$ cat src/rtl/booth_pkg.sv
package booth_pkg;
  typedef enum logic [1:0] {
    BOP_HOLD = 2'd0,
    BOP_ADD  = 2'd1,
    BOP_SUB  = 2'd2
  } booth_op_e;
endpackage

$ cat src/rtl/booth_recode.sv
module booth_recode
  import booth_pkg::*;
(
  input  logic [1:0] pair,
  output booth_op_e  op
);
  // pair = {current multiplier bit, previously examined bit}
  always_comb begin
    unique case (pair)
      2'b01:   op = BOP_ADD;
      2'b10:   op = BOP_SUB;
      default: op = BOP_HOLD;
    endcase
  end
endmodule

$ cat src/rtl/booth_step.sv
module booth_step
  import booth_pkg::*;
#(
  parameter int W = 11
) (
  input  logic [W-1:0] p_cur,
  input  logic [W-1:0] add_word,
  input  logic [W-1:0] sub_word,
  input  booth_op_e    op,
  output logic [W-1:0] p_next
);
  logic [W-1:0] sum;

  always_comb begin
    unique case (op)
      BOP_ADD: sum = p_cur + add_word;
      BOP_SUB: sum = p_cur + sub_word;
      default: sum = p_cur;
    endcase
    p_next = {sum[W-1], sum[W-1:1]};
  end
endmodule

$ cat src/rtl/booth_ctrl.sv
module booth_ctrl #(
  parameter int STEPS = 8
) (
  input  logic clk,
  input  logic rst_n,
  input  logic start,
  output logic busy,
  output logic accept,
  output logic last
);
  localparam int CW = $clog2(STEPS + 1);

  logic [CW-1:0] left_q;
  logic          busy_q;

  assign busy   = busy_q;
  assign accept = start && !busy_q;
  assign last   = busy_q && (left_q == CW'(1));

  always_ff @(posedge clk or negedge rst_n) begin
    if (!rst_n) begin
      busy_q <= 1'b0;
      left_q <= '0;
    end else if (accept) begin
      busy_q <= 1'b1;
      left_q <= CW'(STEPS);
    end else if (busy_q) begin
      left_q <= left_q - CW'(1);
      if (last) busy_q <= 1'b0;
    end
  end

  assert_count_live_R3: assert property (@(posedge clk) disable iff (!rst_n)
    busy_q |-> (left_q != '0));
endmodule

$ cat src/rtl/booth_seq_mul.sv
module booth_seq_mul
  import booth_pkg::*;
#(
  parameter int XW = 8,
  parameter int YW = 8
) (
  input  logic                    clk,
  input  logic                    rst_n,
  input  logic                    start,
  input  logic signed [XW-1:0]    mcand,
  input  logic signed [YW-1:0]    mplier,
  output logic                    busy,
  output logic                    done,
  output logic signed [XW+YW-1:0] product
);
  localparam int W  = XW + YW + 2;
  localparam int PW = XW + YW;

  logic          accept, last;
  logic [W-1:0]  p_q, p_nxt, add_word, sub_word;
  logic [XW:0]   m_q, m_neg;
  logic [PW-1:0] prod_q;
  logic          done_q;
  booth_op_e     op;

  booth_ctrl #(.STEPS(YW)) u_ctrl (
    .clk(clk), .rst_n(rst_n), .start(start),
    .busy(busy), .accept(accept), .last(last)
  );

  booth_recode u_recode (.pair(p_q[1:0]), .op(op));

  always_comb begin
    m_neg    = (~m_q) + (XW+1)'(1);
    add_word = {m_q,   {(YW+1){1'b0}}};
    sub_word = {m_neg, {(YW+1){1'b0}}};
  end

  booth_step #(.W(W)) u_step (
    .p_cur(p_q), .add_word(add_word), .sub_word(sub_word),
    .op(op), .p_next(p_nxt)
  );

  always_ff @(posedge clk or negedge rst_n) begin
    if (!rst_n) begin
      p_q    <= '0;
      m_q    <= '0;
      prod_q <= '0;
      done_q <= 1'b0;
    end else begin
      done_q <= 1'b0;
      if (accept) begin
        p_q <= {{(XW+1){1'b0}}, mplier, 1'b0};
        m_q <= {mcand[XW-1], mcand};
      end else if (busy) begin
        p_q <= p_nxt;
        if (last) begin
          prod_q <= p_nxt[W-2:1];
          done_q <= 1'b1;
        end
      end
    end
  end

  assign done    = done_q;
  assign product = prod_q;

  // Checking logic: reference operands and latency counter
  logic signed [XW-1:0] ref_a;
  logic signed [YW-1:0] ref_b;
  logic signed [PW-1:0] ref_prod;
  logic [15:0]          lat_q;

  always_ff @(posedge clk or negedge rst_n) begin
    if (!rst_n) begin
      ref_a <= '0;
      ref_b <= '0;
      lat_q <= '0;
    end else if (accept) begin
      ref_a <= mcand;
      ref_b <= mplier;
      lat_q <= '0;
    end else if (busy) begin
      lat_q <= lat_q + 16'd1;
    end
  end

  always_comb ref_prod = ref_a * ref_b;

  assert_product_R1: assert property (@(posedge clk) disable iff (!rst_n)
    done |-> (product == ref_prod));
  assert_latency_R2: assert property (@(posedge clk) disable iff (!rst_n)
    done |-> (lat_q == 16'(YW)));
  assert_done_pulse_R2: assert property (@(posedge clk) disable iff (!rst_n)
    done |=> !done);
  assert_busy_done_excl_R3: assert property (@(posedge clk) disable iff (!rst_n)
    !(busy && done));
  assert_idle_hold_R5: assert property (@(posedge clk) disable iff (!rst_n)
    !busy |=> $stable(product));
endmodule

$ cat config.mk
export PLATFORM = sky130hd
export DESIGN_NAME = booth_seq_mul
export DESIGN_NICKNAME = d
export VERILOG_FILES = /design/src/rtl/booth_pkg.sv /design/src/rtl/booth_recode.sv /design/src/rtl/booth_step.sv /design/src/rtl/booth_ctrl.sv /design/src/rtl/booth_seq_mul.sv
export SDC_FILE = /design/constraint.sdc
export NUM_CORES = 1
export LEC_CHECK = 0
export ABC_AREA = 1
export CAP_MARGIN = 25
export CELL_PAD_IN_SITES_DETAIL_PLACEMENT = 0
export CELL_PAD_IN_SITES_GLOBAL_PLACEMENT = 1
export CORE_MARGIN = 2
export CORE_UTILIZATION = 35
export CTS_CLUSTER_DIAMETER = 100
export DETAILED_ROUTE_END_ITERATION = 7
export HOLD_SLACK_MARGIN = 0.08
export PLACE_DENSITY = 0.74
export SYNTH_ARGS = -nofsm -noshare
export SYNTH_HDL_FRONTEND = slang
export SYNTH_SLANG_ARGS = --single-unit
$ cat constraint.sdc
create_clock -name clk -period 2.3 [get_ports clk]
set_input_delay 0.345 -clock clk [delete_from_list [all_inputs] [get_ports clk]]
set_output_delay 0.345 -clock clk [all_outputs]
set_load 0.01 [all_outputs]
Yosys cells after proc, flatten, opt, wreduce, memory -nomap -nowiden
Cells that the tools add are included.
- bits of input ports: 19
- latch bits: 0
- output and inout bits: 18
- register bits: 48
- RAM bits: 0
- memory bits (read-only): 0
- logic and storage cells: 34
- memories: 0
- reductions and logical operators: 5
- magnitude comparators: 0
- equality and inequality tests: 5
- divide/modulo/power cells: 0
- mux-type cells: 12
- add/sub/neg operators: 4
- bitwise operators: 2
- shift operators: 0
- multiply operators: 0
- operator list (cell ; number):
    $add A18 B18 Y18 ; 2
    $mux W18 ; 2
    $pmux W18 S2 ; 1
    $add A9 B1 Y9 const B ; 1
    $not A9 Y9 ; 1
    $mux W4 ; 2
    $mux W1 ; 6
    $eq A2 B1 Y1 const B ; 2
    $eq A2 B2 Y1 const B ; 2
    $eq A4 B1 Y1 const B ; 1
    $pmux W2 S2 ; 1
    $sub A4 B1 Y4 const B ; 1
    $reduce_and A3 Y1 ; 1
    $logic_and A1 B1 Y1 ; 2
    $reduce_bool A2 Y1 ; 1
    $logic_not A1 Y1 ; 1
    $not A1 Y1 ; 1

Logic depth before layout (Yosys ltp)
- depth in word-level cells: 6
- gate-level depth with buffers: 20
- mapped depth without buffers: 20

Hierarchy
From an unflattened synthesis, not the netlist that was laid out.
- cell total of the unflattened synthesis: 528
- area, all modules: 3585.9 um^2
- modules (own cells, without submodules) (module ; cells an instance ; times used ; seq. area each (um^2) ; area an instance (um^2)):
    booth_seq_mul ; 199 ; 1 ; 1076.0 ; 1846.8
    booth_step ; 290 ; 1 ; 0.0 ; 1461.4
    booth_ctrl ; 35 ; 1 ; 125.1 ; 262.8
    booth_recode ; 4 ; 1 ; 0.0 ; 15.0

Worst setup path after synthesis
No wires, ideal clock.
- path type: flip-flop to flip-flop
- start: reg m_q[1]
- end: reg prod_q[15], in the netlist product[15]
- clock period less this slack: 2.148 ns
- stages on the path, launching flop included: 21
- setup time: 0.117 ns
- arrival: 2.031 ns
- setup slack: 0.152 ns
- path through: dfrtp_1 -> inv_1 -> ha_1 -> nand2_1 -> nor2_1 -> nor2_1 -> a21oi_1 -> xnor2_1 -> ha_1 -> nand2_1 -> inv_1 -> nand2_1 -> nand2_1 -> inv_1 -> nand2_1 -> nand2_1 -> nand3_1 -> nand2_1 -> nand2_1 -> nand2_1 -> nand2_1
- word-level cells in the longest chain between the ends: 4
- elaborated cells on any way between the ends: 5
- those cells by class: add/sub: 3; mux: 1; bitwise: 1
- ends and longest elaborated chain (what ; line ; text):
    start: declaration ; booth_seq_mul.sv:21 ; logic [XW:0] m_q, m_neg;
    start signal: assignment ; booth_seq_mul.sv:54 ; m_q <= {mcand[XW-1], mcand};
    $not A9 Y9 ; booth_seq_mul.sv:34 ; m_neg = (~m_q) + (XW+1)'(1);
    $add A9 B1 Y9 ; booth_seq_mul.sv:34 ;
    $add A18 B18 Y18 ; booth_step.sv:17 ; BOP_SUB: sum = p_cur + sub_word;
    $pmux W18 S2 * ; booth_step.sv:15 ; unique case (op)
    end signal: assignment ; booth_seq_mul.sv:58 ; prod_q <= p_nxt[W-2:1];
    end: declaration ; booth_seq_mul.sv:22 ; logic [PW-1:0] prod_q;
Every way passes the cells marked *; elsewhere a longest branch is shown, timed or not.
A chain may end at the register's enable or synchronous reset.

Worst setup path after layout
- start: reg m_q[0]
- end: reg prod_q[15], in the netlist product[15]
The elaborated chain is that of the path after synthesis.

==> results.md <==
- Status: finished, violations left
- Failing checks: negative setup slack
- Synth cell count leaders: nand2_1, dfrtp_1, inv_1
- Die footprint: 7940 um^2
- Share of layout cells above drive strength 1: 0.219
- Initial antenna violation count: 0
- CTS sink cnt: 47
- Bufs and invs on worst path: 3
- Fin. Hold Viols: 0
- CTS Root Cell: clkbuf_8
- Die height: 89.1 um
- Master of the slowest instance on the critical path: dfrtp_1
- Post-Syn Instances: 303
- Worst path top cell family by delay: simple AND/OR/NAND/NOR gates
- I/O pin count: 37
- Max Clock Freq: 425 MHz
- Fin crit period: 2350 ps
- Setup violators final: 6
- Vias per cell: 4.74
- Vias in the first global route: 2120
- Vias: 2222
- Predominant post-synthesis flop cell: dfrtp_1
- DRT antenna net count: 0
- FFs w/ async S/R, synth: 1.00
- GP Congestion: 0.881
- Cts bufs inserted: 5
- Crit path DAT: 2560 ps
- Clock-pin slew on the worst setup and hold paths: 90 ps
- Final period util: 1.02
- RSZ-0062 raised after global routing: yes
- Critical path capture point type: flip-flop
- Count of pins over their slew limit: 0
- Grt ovf: 0
- EDFF count, synth: 0
- Area share of the largest cell type after synthesis: 0.464
- Top-count cell post-synth: nand2_1
- Die Wd: 89.1 um
- DRC Markers: 0
- Cell Chain, Critical Path: inv_2, ha_4, nand2_4, buf_4, buf_4, nand2_1, o21ai_0, ha_1, nand3b_1, nand2_2, nand2_1, nand2_2, nand2_2, nand3_2, nand2_1, nand2_1, nand2_1, nand2_1
- Synth warnings: 0
- Avg WL per Cell: 12.5 um
- Syn Nets: 336
- CP max stage delay: 420 ps
- Library cells used by synthesis: 29
- Most used cell, CP: nand2_1
- Port bufs: 36
- Skew-Pair Late Insertion Delay: 310 ps
- Tightest Pin Transition: 519 ps
- Cell Rows: 31
- Initial Util: 0.355
- Crit Path Max Fanout: 5
- WL final: 5840 um
- Largest net degree at the start of global routing: 28
- Crit path kind: flip-flop to flip-flop
- Seq/Total Area, Yosys: 0.464
- Detailed placement HPWL: 4300 um
- Core area: 7140 um^2
- Clk buf depth: 2
- Max Cap Violations: 0
- Hold slack: 484 ps
- Cell area after synthesis: 2540 um^2
- Worst hold start: product[13]
- H-tree Lvls: 2
- Critical Path RT: 2500 ps
- Final nets: 402
- Top post-synthesis cells by area: dfrtp_1, nand2_1, ha_1
- Synth Area per Inst: 8.37 um^2
- R2r startpoint: m_q[0]
- Max-slew headroom: 0.653
- Post-route clock skew: 7.02 ps
- HP Class: flip-flop to flip-flop
- P&R area growth vs syn: 34.1%
- Cell accounting for the most synthesized area: dfrtp_1
- DRT Pass-1 Iters: 4
- Post-layout worst setup margin: -54.9 ps
- Flops & latches, synth: 47
- Detailed Route Iter0 Violations: 86
- GR Util All Layers: 0.161
- First-pass GRT wire length: 9730 um
- N_diodes: 0
- Crit path from: m_q[0]
- CP Launch Type: flip-flop
- CTS tree: built
==> worst paths after layout <==
kind                               end  slack, ps  depth (start not counted)
hold reg to reg            product[13]        480                          2
hold / removal             product[13]        480                          2
setup / recovery           product[15]        -50                         18
min in group asynchronous  product[11]        510                          2
setup reg to reg           product[15]        -50                         18
max in group asynchronous       m_q[4]       1070                          3
==> stage by stage <==
stage               TNS, ps  cell area [um^2]  utilization  instances  setup slack (ps)
global route          -1730              3400        0.477        469              -208
CTS                   -48.8              3310        0.464        467             -29.2
finish                 -205              3400        0.477        469             -54.9
global placement       -247              3120        0.437        451              -127
floorplan                 0              2540            -        303               152
detailed placement     -399              3120        0.437        451              -176
==> cells by family after synthesis <==
family                     share of synthesized area
and+or+nand+nor                                0.213
DFF                                            0.464
adders and majority gates                     0.0720
buffers and inverters                         0.0829
xor gates and xnor gates                      0.0207
AOI/OAI and AO/OA                              0.148
==> repair_timing <==
item / in CTS / in global routing
pin swaps: 12 / 15
hold endpoints to repair: 20 / 0
setup buffers: 7 / 2
hold buffers: 1 / 0
setup endpoints to repair: 6 / 14
resized for setup: 18 / 20
==> per-layer routing <==
| metal | share of wire | GRT usage | vias up |
|---|---|---|---|
| li1 | - | - | 1114 |
| met1 | 0.48 | 0.215 | 1044 |
| met2 | 0.45 | 0.255 | 49 |
| met3 | 0.039 | 0.0295 | 15 |
| met4 | 0.027 | 0.0733 | 0 |
| met5 | 0 | 0 | - |
==> flip-flops by register name (all words and copies together) (netlist names) <==
name           cells
done               1
product           16
u_ctrl.left_q      4
p_q               17
m_q                8
u_ctrl.busy        1
==> cell usage in the layout (no fill, tap or decap), drive strengths merged <==
master / Yosys / routed
nand2: 98 / 98
dfrtp: 47 / 47
inv: 39 / 39
clkdlybuf4s50: 0 / 35
buf: 5 / 31
o21ai: 30 / 30
nor2: 15 / 15
ha: 13 / 13
nand3: 12 / 12
o221ai: 8 / 8
a21oi: 8 / 8
clkbuf: 3 / 6
xor2: 5 / 5
o22ai: 4 / 4
nand4: 3 / 3
a31oi: 2 / 2
a21o: 2 / 2
clkinv: 1 / 2
nor3: 1 / 1
xnor2: 1 / 1
nor4: 1 / 1
o21a: 1 / 1
nand3b: 1 / 1
a31o: 1 / 1
a22o: 1 / 1
fa: 1 / 1
clkinvlp: 0 / 1
dlygate4sd3: 0 / 1
==> cell type report <==
cell class	count	area [um^2]
clock buffer	6	72.6
multi-input combinational	208	1270
fill	714	3730
sequential	47	1180
tap	99	124
timing repair buffer	67	591
inverter	40	155
clock inverter	2	12.5
==> worst register-to-register path, delay by kind of cell (launching register included) <==
kind,cells,cell delay [ps]
AND/OR/NAND/NOR,12,880
adder cells (fa/ha/maj),2,510
flip-flops,1,420
buffers and inverters,3,340
AO/OA/AOI/OAI,1,110
Power is not shown: default switching activity piles up to over one toggle a cycle in this logic, so the estimate is an artifact.
